### config.mk
export PLATFORM = sky130hd
export DESIGN_NAME = regmask_store_seq
export DESIGN_NICKNAME = d
export VERILOG_FILES = /design/src/rtl/rms_pkg.sv /design/src/rtl/rms_lsb_find.sv /design/src/rtl/rms_addr_step.sv /design/src/rtl/rms_half_pick.sv /design/src/rtl/regmask_store_seq.sv
export SDC_FILE = /design/constraint.sdc
export NUM_CORES = 1
export LEC_CHECK = 0
export CORE_AREA = 10 10 247 249
export CTS_CLUSTER_DIAMETER = 60
export DETAILED_ROUTE_END_ITERATION = 8
export DIE_AREA = 0 0 257 259
export PLACE_DENSITY = 0.59
export REMOVE_ABC_BUFFERS = 1
export SLEW_MARGIN = 20
export SYNTH_ARGS = -nofsm -noshare
export SYNTH_HDL_FRONTEND = slang
export SYNTH_SLANG_ARGS = --single-unit
### constraint.sdc
create_clock -name clk -period 4 [get_ports clk]
set_input_delay 0.8 -clock clk [delete_from_list [all_inputs] [get_ports clk]]
set_output_delay 0.8 -clock clk [all_outputs]
set_load 0.05 [all_outputs]
### src/rtl/rms_pkg.sv
package rms_pkg;
   typedef enum logic [1:0] {
      ST_IDLE = 2'd0,
      ST_PICK = 2'd1,
      ST_BEAT = 2'd2
   } rms_state_e;
endpackage

### src/rtl/rms_lsb_find.sv
module rms_lsb_find #(
   parameter int N = 16
) (
   input  logic [N-1:0]         vec_i,
   output logic [$clog2(N)-1:0] idx_o
);
   localparam int IW = $clog2(N);

   logic [N-1:0] lowest_oh;

   genvar gi;
   generate
      for (gi = 0; gi < N; gi++) begin : g_oh
         if (gi == 0) begin : g_first
            assign lowest_oh[gi] = vec_i[gi];
         end else begin : g_rest
            assign lowest_oh[gi] = vec_i[gi] & ~(|vec_i[gi-1:0]);
         end
      end
   endgenerate

   always_comb begin
      idx_o = '0;
      for (int k = 0; k < N; k++) begin
         if (lowest_oh[k]) idx_o = idx_o | IW'(k);
      end
   end
endmodule

### src/rtl/rms_addr_step.sv
module rms_addr_step #(
   parameter int AW   = 32,
   parameter int STEP = 2
) (
   input  logic [AW-1:0] addr_i,
   input  logic          down_i,
   output logic [AW-1:0] addr_o
);
   always_comb begin
      if (down_i) addr_o = addr_i - AW'(STEP);
      else        addr_o = addr_i + AW'(STEP);
   end
endmodule

### src/rtl/rms_half_pick.sv
module rms_half_pick #(
   parameter int DW = 32
) (
   input  logic [DW-1:0]   word_i,
   input  logic            hi_i,
   output logic [DW/2-1:0] half_o
);
   assign half_o = hi_i ? word_i[DW-1:DW/2] : word_i[DW/2-1:0];
endmodule

### src/rtl/regmask_store_seq.sv
module regmask_store_seq
   import rms_pkg::*;
#(
   parameter int NREG = 16,
   parameter int DW   = 32,
   parameter int AW   = 32
) (
   input  logic                 clk,
   input  logic                 rst_n,
   input  logic                 start_i,
   input  logic [NREG-1:0]      mask_i,
   input  logic                 predec_i,
   input  logic                 long_i,
   input  logic [AW-1:0]        base_i,
   input  logic [NREG*DW-1:0]   regs_i,
   output logic                 wr_req_o,
   output logic [AW-1:0]        wr_addr_o,
   output logic [DW/2-1:0]      wr_data_o,
   input  logic                 wr_ready_i,
   output logic                 busy_o,
   output logic                 done_o,
   output logic                 wb_valid_o,
   output logic [AW-1:0]        wb_addr_o
);
   localparam int HW    = DW / 2;
   localparam int IW    = $clog2(NREG);
   localparam int PW    = IW + 1;
   localparam int BYTES = HW / 8;

   generate
      if (HW % 8 != 0) begin : g_bad_width
         $error("regmask_store_seq: half width must be a whole number of bytes");
      end
      if ((1 << IW) != NREG) begin : g_bad_count
         $error("regmask_store_seq: NREG must be a power of two");
      end
   endgenerate

   rms_state_e       state_q;
   logic [NREG-1:0]  mask_q;
   logic [PW-1:0]    pos_q;
   logic             predec_q, long_q, second_q, done_q;
   logic [AW-1:0]    addr_q, wa_q;
   logic [DW-1:0]    val_q;

   logic [IW-1:0]    low_idx;
   logic [PW-1:0]    pos_now;
   logic [IW-1:0]    ridx;
   logic [AW-1:0]    wa_next, addr_dec;
   logic             hi_sel;
   logic [NREG-1:0]  mask_shift;

   rms_lsb_find #(.N(NREG)) u_find (
      .vec_i (mask_q),
      .idx_o (low_idx)
   );

   rms_addr_step #(.AW(AW), .STEP(BYTES)) u_step (
      .addr_i (wa_q),
      .down_i (predec_q),
      .addr_o (wa_next)
   );

   rms_addr_step #(.AW(AW), .STEP(BYTES)) u_pre (
      .addr_i (addr_q),
      .down_i (1'b1),
      .addr_o (addr_dec)
   );

   // Half order: ascending long is high then low; predecrement is low then high.
   assign hi_sel = second_q ? predec_q : (long_q & ~predec_q);

   rms_half_pick #(.DW(DW)) u_half (
      .word_i (val_q),
      .hi_i   (hi_sel),
      .half_o (wr_data_o)
   );

   assign pos_now    = pos_q + PW'(low_idx);
   assign ridx       = predec_q ? (IW'(NREG - 1) - pos_now[IW-1:0]) : pos_now[IW-1:0];
   assign mask_shift = (mask_q >> low_idx) >> 1;

   always_ff @(posedge clk or negedge rst_n) begin
      if (!rst_n) begin
         state_q  <= ST_IDLE;
         mask_q   <= '0;
         pos_q    <= '0;
         predec_q <= 1'b0;
         long_q   <= 1'b0;
         second_q <= 1'b0;
         done_q   <= 1'b0;
         addr_q   <= '0;
         wa_q     <= '0;
         val_q    <= '0;
      end else begin
         done_q <= 1'b0;
         case (state_q)
            ST_IDLE: begin
               if (start_i) begin
                  mask_q   <= mask_i;
                  predec_q <= predec_i;
                  long_q   <= long_i;
                  addr_q   <= base_i;
                  pos_q    <= '0;
                  state_q  <= ST_PICK;
               end
            end
            ST_PICK: begin
               if (mask_q == '0) begin
                  done_q  <= 1'b1;
                  state_q <= ST_IDLE;
               end else begin
                  val_q    <= regs_i[ridx*DW +: DW];
                  mask_q   <= mask_shift;
                  pos_q    <= pos_now + PW'(1);
                  wa_q     <= predec_q ? addr_dec : addr_q;
                  second_q <= 1'b0;
                  state_q  <= ST_BEAT;
               end
            end
            ST_BEAT: begin
               if (wr_ready_i) begin
                  if (long_q && !second_q) begin
                     second_q <= 1'b1;
                     wa_q     <= wa_next;
                  end else begin
                     addr_q  <= predec_q ? wa_q : wa_next;
                     state_q <= ST_PICK;
                  end
               end
            end
            default: state_q <= ST_IDLE;
         endcase
      end
   end

   assign wr_req_o   = (state_q == ST_BEAT);
   assign wr_addr_o  = wa_q;
   assign busy_o     = (state_q != ST_IDLE);
   assign done_o     = done_q;
   assign wb_valid_o = done_q & predec_q;
   assign wb_addr_o  = addr_q;

   // a stalled beat keeps request, address and data.
   a_r11_hold_beat: assert property (@(posedge clk) disable iff (!rst_n)
      (wr_req_o && !wr_ready_i) |=> (wr_req_o && $stable(wr_addr_o) && $stable(wr_data_o)));

   // done is a single-cycle pulse, and busy has fallen when it shows.
   a_r12_done_pulse: assert property (@(posedge clk) disable iff (!rst_n)
      done_o |=> !done_o);
   a_r12_idle_at_done: assert property (@(posedge clk) disable iff (!rst_n)
      done_o |-> !busy_o);

   // an exhausted mask ends the run at the next edge.
   a_r4_empty_ends: assert property (@(posedge clk) disable iff (!rst_n)
      (state_q == ST_PICK && mask_q == '0) |=> (done_o && !wr_req_o));

   // writeback valid only with done, and only for predecrement runs.
   a_r9_wb_with_done: assert property (@(posedge clk) disable iff (!rst_n)
      wb_valid_o |-> (done_o && predec_q));

   // no beat outside a run.
   a_r3_no_idle_beat: assert property (@(posedge clk) disable iff (!rst_n)
      !busy_o |-> !wr_req_o);

   // predecrement beats never reach the latched address upward.
   a_r6_predec_below: assert property (@(posedge clk) disable iff (!rst_n)
      (wr_req_o && predec_q && !second_q) |-> (wa_q != addr_q));
endmodule

Word-level counts from Yosys, hierarchy flattened. Cells that the tools add are included.

Word-level logic and storage cells: 133. Input bits: 566. Output and inout port bits: 84. Flip-flop bits (word level): 123.

Multiplexer cells: 46. Shift operators: 2. Equal/unequal tests: 7. Bitwise operators: 34. Reductions and logical operators: 28. $add $sub $neg: 6.

Operators by type and width (number): 512-bit by 10-bit indexed part select with 32-bit output (1); 32-bit 2-to-1 mux (9); 32-bit case mux with 2 select lines (2); 32-bit by 2-bit subtractor with 32-bit output, second input constant (2); 16-bit 2-to-1 mux (3); 4-bit 2-to-1 mux (9); 32-bit by 2-bit adder with 32-bit output, second input constant (1); 16-bit case mux with 2 select lines (1); 1-bit AND (17); 1-bit NOT (17); 16-bit zero test (1); 16-bit by 4-bit >> shifter with 16-bit output (1); 15-bit OR reduction (1); 14-bit OR reduction (1); 13-bit OR reduction (1); 2-bit 2-to-1 mux (6); 3-bit 2-to-1 mux (4); 12-bit OR reduction (1); 11-bit OR reduction (1); 5-bit 2-to-1 mux (2); 5-bit case mux with 2 select lines (1); 10-bit OR reduction (1); 9-bit OR reduction (1); 4-bit AND reduction (2); other kinds (23) (37).

Logic depth before layout (Yosys ltp).
Word-level depth: 21. Gate-level depth with buffers: 17. Mapped depth without buffers: 13.

By module. From an unflattened synthesis, not the netlist that was laid out.

Cell total of the unflattened synthesis: 2149. Area, all modules: 19507.5 um^2.

Modules (own cells, without submodules): regmask_store_seq (area each 15637.5 um^2, sequential area each 3052.9 um^2, instances 1, cells an instance 1618); rms_addr_step (u_pre) (area each 1818.0 um^2, sequential area each 0.0 um^2, instances 1, cells an instance 257); rms_addr_step (u_step) (area each 1611.5 um^2, sequential area each 0.0 um^2, instances 1, cells an instance 226); rms_half_pick (area each 249.0 um^2, sequential area each 0.0 um^2, instances 1, cells an instance 18); rms_lsb_find (area each 191.4 um^2, sequential area each 0.0 um^2, instances 1, cells an instance 30).

Worst setup path before layout. Ideal clock, no wire load.

Path type: register -> register. From: reg mask_q[1]. To: reg val_q[26]. Arrival: 4.061 ns. Buffers on the path: 3. Clock period less this slack: 4.195 ns. Setup slack: -0.195 ns. Required time: 3.865 ns. Setup time: 0.135 ns. Stages on the path, launching flop included: 17. Path through: dfrtp_1 nor4_1 nand3_1 a211oi_1 nor3_1 clkinv_1 buf_1 ha_1 fa_1 xor2_1 buf_1 clkbuf_1 mux4_2 nand2_1 nand3_1 o21ai_0 o21ai_0.

Cells in the longest elaborated chain, start to end: 21. Elaborated cells between the ends (all ways): 65. Those cells by class: add/sub (2); shift (1); mux (16); bitwise (30); reduce/logical (16).

Ends and longest elaborated chain: start: declaration (RTL line regmask_store_seq.sv:40) `logic [NREG-1:0] mask_q;`; start signal: assignment (RTL line regmask_store_seq.sv:100) `mask_q <= mask_i;`; start signal: assignment (RTL line regmask_store_seq.sv:114) `mask_q <= mask_shift;`; 2-bit OR reduction (RTL line rms_lsb_find.sv:17) `assign lowest_oh[gi] = vec_i[gi] & ~(|vec_i[gi-1:0]);`; 1-bit NOT (RTL line rms_lsb_find.sv:17); 1-bit AND (RTL line rms_lsb_find.sv:17); 2-bit 2-to-1 mux (2 in series) (RTL line rms_lsb_find.sv:25) `if (lowest_oh[k]) idx_o = idx_o | IW'(k);`; 3-bit 2-to-1 mux (4 in series) (RTL line rms_lsb_find.sv:25); 4-bit 2-to-1 mux (8 in series) (RTL line rms_lsb_find.sv:25); 5-bit by 4-bit adder with 5-bit output (RTL line regmask_store_seq.sv:79) `assign pos_now = pos_q + PW'(low_idx);`; 4-bit subtractor (RTL line regmask_store_seq.sv:80) `assign ridx = predec_q ? (IW'(NREG - 1) - pos_now[IW-1:0]) : pos_now[IW-1:0];`; 4-bit 2-to-1 mux (RTL line regmask_store_seq.sv:80); 512-bit by 10-bit indexed part select with 32-bit output (RTL line regmask_store_seq.sv:113) `val_q <= regs_i[ridx*DW +: DW];`; end signal: assignment (RTL line regmask_store_seq.sv:113); end: declaration (RTL line regmask_store_seq.sv:44) `logic [DW-1:0] val_q;`.

Parallel ways exist; a longest one is shown, timed or not. A chain may end at the register's enable or synchronous reset.

Worst setup path in the final report.
From: reg mask_q[15]. To: reg val_q[28].

Cells in the longest elaborated chain, start to end: 6. Elaborated cells between the ends (all ways): 9. Those cells by class: add/sub (2); shift (1); mux (2); bitwise (2); reduce/logical (2).

Ends and longest elaborated chain (RTL line): 1-bit AND (rms_lsb_find.sv:17); 4-bit 2-to-1 mux (rms_lsb_find.sv:25); 5-bit by 4-bit adder with 5-bit output (regmask_store_seq.sv:79); 4-bit subtractor (regmask_store_seq.sv:80); 4-bit 2-to-1 mux (regmask_store_seq.sv:80); 512-bit by 10-bit indexed part select with 32-bit output (regmask_store_seq.sv:113).

Parallel ways exist; a longest one is shown, timed or not.

==> impl_results.md <==
* DRC viols at 0
* Nature of the critical path startpoint: flop
* WP data arrival at 4.11 ns
* Drt wl/cell at 29.4 um
* Die H at 259 um
* Register area at 3050 sq um
* Vias in the first global route at 15900
* CTS Root Cell: clkbuf_16
* Layout Utilization at 38.5%
* CTS tree: yes
* Register bit count reported by yosys at 122
* Peak VDD IR at 0.708 mV
* Port Buffers at 649
* Finished Cell Area at 21600 sq um
* WP buf/inv at 3
* Endpoint type of the worst setup path: flop
* Period minus WS final at 3.77 ns
* Fin crit share at 94.4%
* Slowest CP cell: fa_2
* Avg Inst Size Synth at 8.59 sq um
* Sequential Power Share at 10.0%
* Final wirelength at 86.5 mm
* Initial antenna violation count at 50
* Area grow syn2layout at 64.6%
* Synthesized cell area at 13100 sq um
* Drt via density at 5.33
* Clk buf depth at 2
* Final Wtd Congestion at 0.948
* Clock skew at 0.0143 ns
* Capturing point of the worst reg2reg path: val_q[28]$_DFFE_PN0P_
* Final-stage net count at 2753
* Largest delay share family, worst path: adder cells
* Area of the multi-input gates at 9670 sq um
* Starting density of the core at 23.4%
* Hold Violations, Final at 0
* Required @ worst endpoint at 4.34 ns
* EDFF count, synth at 0
* HP Class: input port to async pin
* Commonest non-fill, non-tap cell in the layout: clkdlybuf4s50_1
* Die Width at 257 um
* Critical path class: flop to flop
* CTS clock-pin slew for the worst setup and hold paths at 0.06 ns
* Worst slew margin at 32.4%
* Max-slew violation count at 0
* CORE AREA at 56000 sq um
* Share of flip-flops with an asynchronous set or reset at 100%
* Largest net degree at the start of global routing at 83
* All-Layer GR Usage at 25.0%
* Clock latency on the worst-skew pair at 0.47 ns
* Slowest stage delay, CP at 0.64 ns
* Most frequent cells in the layout: 636 x clkdlybuf4s50_1, 296 x nand2_1, 149 x o21ai_0
* Status: completed
* Netlist cell types at 78
* Max Cap Viol at 0
* Sequential-to-total area share from yosys stat at 23.3%
* Drt initial violations at 1385
* Worst-margin pin slew at 1.01 ns
* PwrDens at 1260 nW/um^2
* Fillers at 5733
* First-pass GRT wire length at 121 mm
* Predominant post-synthesis flop cell: dfrtp_1
* Worst reg-to-reg path cell count at 15
* Grt ovf at 0
* CTS Hold Bufs at 0
* H-tree levels at 4
* Worst R2R Start: mask_q[15]$_DFFE_PN0P_
* Post-synthesis cell count at 1526
* Leakage at 8.66 nW
* Logic pwr share at 84.2%
* Pre-CTS setup slack at -0.162 ns
* R2r setup slk at 0.23 ns
* CP max FO at 18
* # clock sinks at 122
* Top Ports at 650
* Fraction of layout cells with a size suffix above 1 at 14.0%
* Synth warn at 0
* PnR worst setup slack at 0.226 ns
* Total die area at 66600 sq um
* Clock power frac at 5.9%
* Int Power at 12.9 mW
* DP Wirelength at 72.1 mm
* TritonRoute pass-1 iters at 5
* Rows at 87
* # setup viols final at 0
* Switch Pwr at 14.2 mW
* Critical Path, Cell by Cell: nor2b_1, o21ai_0, a211oi_4, nor3_2, clkinv_1, ha_1, fa_2, xor2_4, buf_12, buf_4, mux4_2, nand2_1, nand2_1, o21ai_0, o21ai_0
* Sw Share at 52.4%
* Cts bufs inserted at 17
* Antenna Nets Post-Route at 0
* Vias post-DR at 15700
* Max Fclk at 265 MHz
* Placed cell area at 20900 sq um
* Most common cell on crit path: o21ai_0
power groups by stage:
stage,combinational [mW],clock (mW),sequential (mW)
floorplan,9.28,0,3.52
detailed placement,22.8,0,2.69
global placement,22.7,0,2.67
global route,24.7,1.66,2.78
CTS,22.9,1.62,2.67
finish,22.8,1.58,2.70
flip-flops by register name (all words and copies together) (netlist names):
signal     cells
state_q        2
second_q       1
long_q         1
mask_q        16
wr_addr_o     32
pos_q          4
wb_addr_o     32
done_o         1
val_q         32
predec_q       1
Yosys cell counts, types with 17 or more instances:
library cell	number	area, sq um
nand2_1	297	1110
o21ai_0	149	746
mux4_2	128	2880
dfrtp_1	122	3050
nor2_1	97	364
clkbuf_1	86	323
a21oi_1	83	415
nand3_1	76	380
a21o_1	34	255
ha_1	34	425
xnor2_1	29	254
xor2_1	27	236
and3_1	26	163
nor3_1	25	125
mux2_2	24	270
a31oi_1	22	138
buf_1	22	82.6
or3_1	19	119
mux2i_1	18	180
a211oi_1	17	128
stage by stage:
| stage | hold slack, ns | power [mW] | setup TNS (ns) | std cells |
|---|---|---|---|---|
| 2_1_floorplan | 0.444 | 12.8 | -400.43 | 1413 |
| 3_3_place_gp | 0.461 | 25.3 | -0.428 | 2886 |
| 3_5_place_dp | 0.468 | 25.5 | -0.729 | 2886 |
| 4_1_cts | 0.460 | 27.2 | 0 | 2918 |
| 5_1_grt | 0.474 | 29.1 | -0.0282 | 2933 |
| 6_report | 0.397 | 27.1 | 0 | 2940 |
worst max path at each step:
stage,from,to,slack [ns],depth (start not counted)
floorplan,mask_q[15]$_DFFE_PN0P_,val_q[0]$_DFFE_PN0P_,-11.70,12
global placement,mask_q[1]$_DFFE_PN0P_,val_q[28]$_DFFE_PN0P_,-0.14,14
detailed placement,mask_q[1]$_DFFE_PN0P_,val_q[28]$_DFFE_PN0P_,-0.16,14
CTS,mask_q[1]$_DFFE_PN0P_,val_q[28]$_DFFE_PN0P_,0.04,15
global route,mask_q[15]$_DFFE_PN0P_,val_q[28]$_DFFE_PN0P_,-0.02,15
finish,mask_q[15]$_DFFE_PN0P_,val_q[28]$_DFFE_PN0P_,0.23,15
layer usage:
layer  share of wire, %  up-vias  global-route usage, %  wire length (um)
li1                   -     7016                      -                 -
met1                 39     7792                   29.5             34100
met2                 51      735                   43.8             43700
met3                7.7      117                   6.77              6700
met4                2.2       16                   6.82              1920
met5               0.11        -                      0                92
cells by family after synthesis:
group,share of synthesized area [%]
and+or+nand+nor,21.0
DFF,23.3
adders and majority gates,3.55
AOI/OAI and AO/OA,19.1
muxes,25.4
xor gates and xnor gates,3.74
buffers and inverters,3.88
layout make-up:
class,count,area share (%)
repair buffers,719,33.4
diodes,20,0.232
well taps,756,4.39
multi-input cells,1272,44.8
flip-flops and latches,122,14.2
clock buffers,22,2.20
clock inverters,10,0.424
inverters,19,0.331
what timing repair did:
item / in CTS / in global routing
pin swaps: 0 / 4
gates resized for setup: 3 / 8
endpoints found under the setup margin: 27 / 29
setup buffers: 0 / 2
(Power assumes the default switching activity.)
